===== src/rtl/scc_pkg.sv =====
package scc_pkg;
  // strobes from control to datapath, one cycle each
  typedef struct packed {
    logic push;   // capture the selected word and write it
    logic count;  // advance the test counter
    logic clear;  // restart the test counter at zero
  } scc_strobe_t;
endpackage


===== src/rtl/scc_ctrl.sv =====
module scc_ctrl
  import scc_pkg::*;
#(
  parameter int          BLINK_W   = 24,
  parameter logic [7:0]  CMD_START = 8'h10,
  parameter logic [7:0]  CMD_STOP  = 8'h00
) (
  input  logic        clk,
  input  logic        rstN,
  input  logic        cmdValid,
  input  logic [7:0]  cmdByte,
  input  logic        sampleTick,
  input  logic        fifoFull,
  output scc_strobe_t strobe,
  output logic        streamOn,
  output logic        ledActive,
  output logic        ledTrig
);
  localparam int SLOW_BIT = BLINK_W - 1;
  localparam int FAST_BIT = BLINK_W - 3;

  logic startCmd, stopCmd, overflowHit;
  logic streaming, overrun, started;
  logic [BLINK_W-1:0] presc;

  assign startCmd    = cmdValid && (cmdByte == CMD_START);
  assign stopCmd     = cmdValid && (cmdByte == CMD_STOP);
  assign overflowHit = streaming && sampleTick && fifoFull && !stopCmd;

  always_comb begin
    strobe.push  = streaming && sampleTick && !fifoFull && !stopCmd;
    strobe.count = streaming && sampleTick && !startCmd;
    strobe.clear = startCmd;
  end

  always_ff @(posedge clk) begin
    if (!rstN) begin
      streaming <= 1'b0;
      overrun   <= 1'b0;
      started   <= 1'b0;
      presc     <= '0;
    end else begin
      presc <= startCmd ? '0 : presc + 1'b1;
      if (stopCmd) begin
        streaming <= 1'b0;
        overrun   <= 1'b0;
        started   <= 1'b0;
      end else begin
        if (startCmd)    streaming <= 1'b1;
        if (overflowHit) overrun   <= 1'b1;
        if (strobe.push) started   <= 1'b1;
      end
    end
  end

  assign streamOn  = streaming;
  assign ledTrig   = overrun;
  assign ledActive = started && (overrun ? presc[FAST_BIT] : presc[SLOW_BIT]);

  // overrun latch holds until a stop command
  a_r6_overrun_sticky: assert property (@(posedge clk) disable iff (!rstN)
    (overrun && !stopCmd) |=> overrun);

  // stop clears mode, latch and activity state
  a_r9_stop_clears: assert property (@(posedge clk) disable iff (!rstN)
    stopCmd |=> (!streaming && !overrun && !started));
endmodule


===== src/rtl/scc_datapath.sv =====
module scc_datapath
  import scc_pkg::*;
#(
  parameter int DATA_W = 32
) (
  input  logic              clk,
  input  logic              rstN,
  input  scc_strobe_t       strobe,
  input  logic              testMode,
  input  logic [DATA_W-1:0] sampleIn,
  output logic              wrEn,
  output logic [DATA_W-1:0] wrData
);
  logic [DATA_W-1:0] testCnt;
  logic [DATA_W-1:0] selWord;

  assign selWord = testMode ? testCnt : sampleIn;

  always_ff @(posedge clk) begin
    if (!rstN) begin
      testCnt <= '0;
      wrEn    <= 1'b0;
      wrData  <= '0;
    end else begin
      if (strobe.clear)      testCnt <= '0;
      else if (strobe.count) testCnt <= testCnt + 1'b1;
      wrEn <= strobe.push;
      if (strobe.push) wrData <= selWord;
    end
  end

  // a write strobe never lasts two cycles without a fresh push
  a_r3_single_pulse: assert property (@(posedge clk) disable iff (!rstN)
    (wrEn && !strobe.push) |=> !wrEn);
endmodule


===== src/rtl/stream_capture_ctrl.sv =====
module stream_capture_ctrl
  import scc_pkg::*;
#(
  parameter int         DATA_W    = 32,
  parameter int         BLINK_W   = 24,
  parameter logic [7:0] CMD_START = 8'h10,
  parameter logic [7:0] CMD_STOP  = 8'h00
) (
  input  logic              clk,
  input  logic              rstN,
  input  logic              cmdValid,
  input  logic [7:0]        cmdByte,
  input  logic              sampleTick,
  input  logic [DATA_W-1:0] sampleIn,
  input  logic              testMode,
  input  logic              fifoFull,
  output logic              fifoWrEn,
  output logic [DATA_W-1:0] fifoWrData,
  output logic              streamOn,
  output logic              ledActive,
  output logic              ledTrig
);
  scc_strobe_t strobe;

  scc_ctrl #(
    .BLINK_W(BLINK_W), .CMD_START(CMD_START), .CMD_STOP(CMD_STOP)
  ) u_ctrl (
    .clk(clk), .rstN(rstN), .cmdValid(cmdValid), .cmdByte(cmdByte),
    .sampleTick(sampleTick), .fifoFull(fifoFull), .strobe(strobe),
    .streamOn(streamOn), .ledActive(ledActive), .ledTrig(ledTrig)
  );

  scc_datapath #(.DATA_W(DATA_W)) u_dp (
    .clk(clk), .rstN(rstN), .strobe(strobe), .testMode(testMode),
    .sampleIn(sampleIn), .wrEn(fifoWrEn), .wrData(fifoWrData)
  );

  // every write follows a streaming tick that found room
  a_r3_write_after_tick: assert property (@(posedge clk) disable iff (!rstN)
    fifoWrEn |-> $past(sampleTick && streamOn && !fifoFull));

  // a full FIFO at a streaming tick blocks the write and lights the LED
  a_r6_full_blocks: assert property (@(posedge clk) disable iff (!rstN)
    (sampleTick && streamOn && fifoFull) |=> (!fifoWrEn && ledTrig));

  // the trigger LED only comes on after a tick against a full FIFO
  a_r6_trig_rise: assert property (@(posedge clk) disable iff (!rstN)
    $rose(ledTrig) |-> $past(sampleTick && fifoFull));
endmodule


===== config.mk =====
export PLATFORM = sky130hd
export DESIGN_NAME = stream_capture_ctrl
export DESIGN_NICKNAME = d
export VERILOG_FILES = /design/src/rtl/scc_pkg.sv /design/src/rtl/scc_ctrl.sv /design/src/rtl/scc_datapath.sv /design/src/rtl/stream_capture_ctrl.sv
export SDC_FILE = /design/constraint.sdc
export NUM_CORES = 1
export LEC_CHECK = 0
export BUFFER_PORTS_ARGS = -buffer_cell sky130_fd_sc_hd__buf_2
export CAP_MARGIN = 20
export CORE_MARGIN = 5
export CORE_UTILIZATION = 55
export DETAILED_ROUTE_END_ITERATION = 10
export GPL_TIMING_DRIVEN = 1
export HOLD_SLACK_MARGIN = 0.08
export PLACE_DENSITY = 0.79
export SYNTH_ARGS = -nofsm -noshare
export SYNTH_HDL_FRONTEND = slang
export SYNTH_SLANG_ARGS = --single-unit

===== constraint.sdc =====
create_clock -name clk -period 2.5 [get_ports clk]
set_clock_uncertainty 0.1 [all_clocks]
set_input_delay 0.25 -clock clk [delete_from_list [all_inputs] [get_ports clk]]
set_output_delay 0.25 -clock clk [all_outputs]
set_load 0.05 [all_outputs]

==> qor.yml, run 1 <==
sta:
  worst_slack_ps: 357
  slew_viol_final: 0
  worst_slew_pin_slew_ps: 530
  period_minus_slack_ps: 2140
  setup_violations: 0
  fmax_mhz: 467
  rsz0062_at_grt: "no"
  finalHoldViolations: 0
  period_share: 0.857
  timing.setup.tns_ps: 0
  slew_headroom: 0.646
place:
  dp_cells: 645
  place.gp.congestion: 0.831
  port_buffers: 81
  place_ws_ps: 371
  hpwl_mm: 6.78
die:
  die_h_um: 98.3
  die_area_um2: 9670
  std_cell_rows: 32
  core_um2: 7650
  pin_count: 82
  die_x_um: 98.3
  start_util: 0.561
critical_path:
  reg2reg_from: "u_ctrl.presc[0]"
  cp.arrival_ps: 2330
  worst_setup_path_end_kind: "register"
  crit_required_ps: 2690
  crit_type: "register to register"
  setup.worst_path.start_class: "register"
  crit_fanout: 5
  startpoint: "u_ctrl.presc[0]"
logic_synthesis:
  mappedNetlistArea_um2: 4290
  ys_seq_area_frac: 0.429
  synth-simple-area-share: 0.261
  synth.distinct_cells: 40
  synthArstFlopShare: 0
  synth-xor-area-share: 0.0388
  synth_area_leaders: "dfxtp_1 43%, mux2i_1 11%, a211oi_1 5.6%"
  syn_nets: 530
  synth_area_leader_cell: "dfxtp_1"
  syn_avg_cell_area_um2: 8.91
  synth_common_cells: "92 x dfxtp_1, 57 x nor2_1, 46 x mux2i_1"
  synth_edf_count: 0
  synthFlopType: "dfxtp_1"
  synth_fa_ha_area_frac: 0.00583
  yosysWarnings: 0
  syn_inst: 482
  synth_compound_area_frac: 0.126
  muxShareOfSynthArea: 0.107
  yosysTopAreaCellShare: 0.429
  ys_seq_elements: 92
  synth_top_family_by_area: "simple AND/OR/NAND/NOR gates"
  yosysMostFrequentCell: "dfxtp_1"
power_and_ir_drop:
  p_leak_nw: 1.83
  power.density_nw_per_um2: 507
  ir_worst_vdd_uv: 230
run:
  maxCapViolations: 0
worst_hold_path:
  hold_class: "input port to register"
  min-delay-start: "sampleIn[14]"
detailed_routing:
  drt_pass1_iterations: 4
  drt_wl_total_mm: 9.40
  drtIter0Drc: 121
  wire_per_inst_um: 14.2
  drc_errors: 0
  ant_nets: 0
  via_count: 3744
  vias_per_cell: 5.66
global_route:
  grt_max_degree: 65
  grt_pass1_wl_mm: 16.1
  antenna_found_initial: 0
  track_usage: 0.197
  grt_pass1_vias: 3474
  grt.overflow.total: 0
final_layout:
  antenna_cells_inserted: 0
  layout-drive-gt1-share: 0.205
  synthToLayoutAreaGrowth_pct: 16.5
  nFillCells: 654
  finalNetCount: 603
  final_cells: 662
cts:
  clk_pin_slew_ps: 90
  cts_setup_buffers: 0
  hold_buffers: 1
  cts_tree: "done"
  cts.sinks: 92
  clockBufferDepth: 2
  cts_resized: 0
  numCtsBuffers: 9
  cts-htree-levels: 3
  clk_latency_ps: 360
  cts_root_buf: "clkbuf_8"
outcome:
  status: "finished clean"
==> power breakdown <==
group	switching [mW]	internal [mW]
Combinational	0.0738	0.0620
Clock	0.508	0.418
Sequential	0.00554	1.47
==> through the flow <==
step,power [mW],hold slack (ps),instance area (µm²),utilization
finish,2.54,122,5000,0.654
global route,2.63,115,5000,0.654
CTS,2.56,111,5000,0.654
detailed placement,1.64,369,4810,0.629
global placement,1.64,352,4810,0.629
floorplan,1.58,229,4290,-
==> registers in the layout, indices dropped and copies added, names as in the netlist <==
register and cells:
u_dp.wrData 32, u_ctrl.streamOn 1, u_ctrl.ledTrig 1, u_ctrl.presc 24
u_ctrl.started 1, u_dp.wrEn 1, u_dp.testCnt 32
==> metal layers <==
layer / track usage / vias to the layer above / wire length (µm)
met5: 0 / - / 0
met4: 0.0546 / 0 / 99
met2: 0.324 / 76 / 4460
met1: 0.262 / 1736 / 4340
li1: - / 1926 / -
met3: 0.0436 / 6 / 498
==> cells by family (layout without fill, tap and decap cells) <==
family                   count (synthesis)  after routing
AO/OA/AOI/OAI                           81             81
XOR/XNOR                                19             19
adder cells (fa/ha/maj)                  2              2
buffers and inverters                   34            112
flip-flops                              92             92
multiplexers                            46             46
AND/OR/NAND/NOR                        208            208
==> worst max-delay path, stage by stage (launching register included) <==
cell,delay [ps]
dfxtp_1,400
ha_1,250
nand2_1,130
or4_4,570
or4_4,500
a21oi_2,140
==> path summary, 6_finish.rpt <==
check	end	slack (ps)	cells past startpoint
setup reg to reg	u_ctrl.presc[22]	360	5
hold reg to reg	u_dp.testCnt[21]	390	2
hold / removal	u_dp.wrData[14]	120	3
setup / recovery	u_ctrl.presc[22]	360	5
==> cell type report <==
class                           count  area [µm²]  area share
Sequential cell                    92        1840       0.368
Clock inverter                      3        21.3     0.00425
Inverter                            4        15.0     0.00300
Clock buffer                       13         159      0.0318
Timing Repair Buffer               92         503       0.101
Tap cell                          102         128      0.0255
Multi-Input combinational cell    356        2330       0.467
==> cell usage in the layout, fill, tap and decap left out, types with 2 or more instances in the layout <==
cell type  synthesis  routed
dfxtp_1           92      92
xor2_1             9       9
buf_4              2       9
clkbuf_8           0      11
nor2_1            57      57
or4_1             13      13
nand3_1           16      16
nand4_1           18      18
mux2i_1           46      46
nor4b_1            3       3
nor4_1            13      13
nand2b_1          13      13
nor3_1             7       7
ha_1               2       2
inv_1              3       3
xnor2_1           10      10
clkbuf_1          25       2
o31ai_1           14      14
nand2_1           34      34
and4_1             9       9
and2_1             6       6
and3_1             5       5
a211oi_1          32      32
or3_1              6       6
buf_2              3      81
or4_4              2       2
o21ai_0            7       7
a21oi_1           22      22
Note: power is estimated with default switching activity, not from simulation.
==> inputs of run 2 (changes only) <==
CORE_ASPECT_RATIO = 0.75   (was default)
==> qor.yml, run 2 (synthesized netlist as in run 1, its figures left out) <==
power_and_ir_drop:
  p_sw_frac: 0.232  # about the same
  comb_power_share: 0.051  # was 0.054
  p_leak_nw: 1.84  # was 1.83 nW
  power.density_nw_per_um2: 526  # was 507 nW/µm²
  clkPwrFrac: 0.390  # was 0.365
  switchingPower_mw: 0.613  # was 0.587 mW
  seq_power_share: 0.559  # was 0.581
  p_int_mw: 2.03  # was 1.95 mW
  ir_worst_vdd_uv: 332  # was 230 µV
detailed_routing:
  wire_per_inst_um: 15.0  # was 14.2 µm
  vias_per_cell: 5.79  # was 5.66
  drc_errors: 0  # unchanged
  drtIter0Drc: 221  # was 121
  via_count: 3823  # was 3744
  drt_pass1_iterations: 4  # unchanged
  ant_nets: 0  # unchanged
  drt_wl_total_mm: 9.87  # was 9.40 mm
global_route:
  grtUsageMet2: 0.313  # was 0.324
  met1_usage: 0.299  # was 0.262
  grt_pass1_wl_mm: 17.1  # was 16.1 mm
  grt.overflow.total: 0  # unchanged
  track_usage: 0.211  # was 0.197
  grt_max_degree: 65  # unchanged
  met3_usage: 0.0621  # was 0.0436
  grt_pass1_vias: 3501  # was 3474
  antenna_found_initial: 0  # unchanged
  top_usage_layer: "met2"  # unchanged
die:
  std_cell_rows: 27  # was 32
  pin_count: 82  # unchanged
  core_um2: 7470  # was 7650 µm²
  die_h_um: 86.5  # was 98.3 µm
  die_area_um2: 9690  # was 9670 µm²
  start_util: 0.575  # was 0.561
  die_x_um: 112  # was 98.3 µm
sta:
  rsz0062_at_grt: "no"  # unchanged
  period_minus_slack_ps: 2170  # was 2140 ps
  worst_slew_pin_slew_ps: 542  # was 530 ps
  worst_slack_ps: 331  # was 357 ps
  period_share: 0.868  # was 0.857
  timing.setup.tns_ps: 0  # unchanged
  finalHoldViolations: 0  # unchanged
  slew_headroom: 0.639  # was 0.646
  fmax_mhz: 461  # was 467 MHz
  timing.hold.ws_ps: 111  # was 122 ps
  slew_viol_final: 0  # unchanged
  setup_violations: 0  # unchanged
place:
  place.gp.congestion: 0.861  # was 0.831
  place_ws_ps: 334  # was 371 ps
  hpwl_mm: 7.05  # was 6.78 mm
  placed_area_um2: 4800  # was 4810 µm²
  port_buffers: 81  # unchanged
cts:
  clockBufferDepth: 2  # unchanged
  cts_root_buf: "clkbuf_8"  # unchanged
  clk_pin_slew_ps: 100  # was 90 ps
  numCtsBuffers: 9  # unchanged
  cts-htree-levels: 3  # unchanged
  cts_setup_buffers: 0  # unchanged
  clk_latency_ps: 360  # about the same
  cts_tree: "done"  # unchanged
  cts.sinks: 92  # unchanged
critical_path:
  crit_fanout: 9  # was 5
  crit_type: "register to register"  # unchanged
  worst_setup_path_end_kind: "register"  # unchanged
  setup.worst_path.start_class: "register"  # unchanged
  cp.arrival_ps: 2360  # was 2330 ps
  crit_required_ps: 2690  # about the same
final_layout:
  synthToLayoutAreaGrowth_pct: 17.0  # was 16.5%
  antenna_cells_inserted: 0  # unchanged
  layout-drive-gt1-share: 0.208  # was 0.205
  nFillCells: 652  # was 654
  fin_area_um2: 5020  # was 5000 µm²
  final_cell_mix: "92 x dfxtp_1, 81 x buf_2, 57 x nor2_1"  # unchanged
  utilization: 0.673  # was 0.654
  layout_commonest_cell: "dfxtp_1"  # unchanged
  biggestRegsByFlops: "u_dp.testCnt: 32 flops, u_dp.wrData: 32 flops, u_ctrl.presc: 24 flops"  # unchanged
  finalNetCount: 602  # was 603
worst_hold_path:
  hold_class: "input port to register"  # unchanged
run:
  maxCapViolations: 0  # unchanged
outcome:
  status: "finished clean"  # unchanged
-- run 2: cell count changes in the layout (fill, tap and decap cells not counted) --
cell        change
bufinv_16       +1
clkinvlp_4      +1
clkbuf_8        -1
inv_6           +1
buf_4           -1
clkinv_4        +1
clkinv_2        -1
clkbuf_1        -2
-- run 2: critical path, stage by stage (launching register included) --
cell and delay (ps):
dfxtp_1 390, ha_1 190, and4_1 350, nand4_1 350, or4_1 570, a21oi_1 150
-- run 2: what timing repair did --
action / in CTS / in global routing
resized for setup: 0 / 0
hold endpoints to repair: 1 / 0
hold buffers: 1 / 0
-- run 2: through the flow --
stage	instances	power (mW)
after floorplan	482	1.58
after global placement	643	1.64
after detailed placement	643	1.64
after CTS	660	2.66
after global routing	660	2.75
final	660	2.64
-- run 2: per-layer routing --
layer,up-vias,share of wire
li1,1921,-
met1,1787,0.49
met2,103,0.43
met3,12,0.065
met4,0,0.010
met5,-,0
-- run 2: power groups by stage --
| stage | Sequential, mW | Combinational, mW | Clock (mW) |
|---|---|---|---|
| after floorplan | 1.51 | 0.0734 | 0 |
| after detailed placement | 1.51 | 0.133 | 0 |
| after global routing | 1.48 | 0.150 | 1.12 |
| after CTS | 1.47 | 0.136 | 1.05 |
| final | 1.47 | 0.136 | 1.03 |
| after global placement | 1.51 | 0.131 | 0 |
-- run 2: worst paths after layout --
kind | to | start | slack (ps) | cells after the start
worst max-delay path | u_dp.testCnt[22] | u_dp.testCnt[0] | 330 | 5
worst min-delay path | u_dp.wrData[15] | sampleIn[15] | 110 | 3
worst min register to register | u_ctrl.started | u_ctrl.started | 390 | 2
worst max register to register | u_dp.testCnt[22] | u_dp.testCnt[0] | 330 | 5
-- run 2: final cells by class --
type,count,area [µm²],area share
tap,101,126,0.0252
clock inverter,6,71.3,0.0142
inverter,4,15.0,0.00299
sequential,92,1840,0.367
clock buffer,10,138,0.0274
timing repair buffer,91,495,0.0987
multi-input combinational,356,2330,0.465
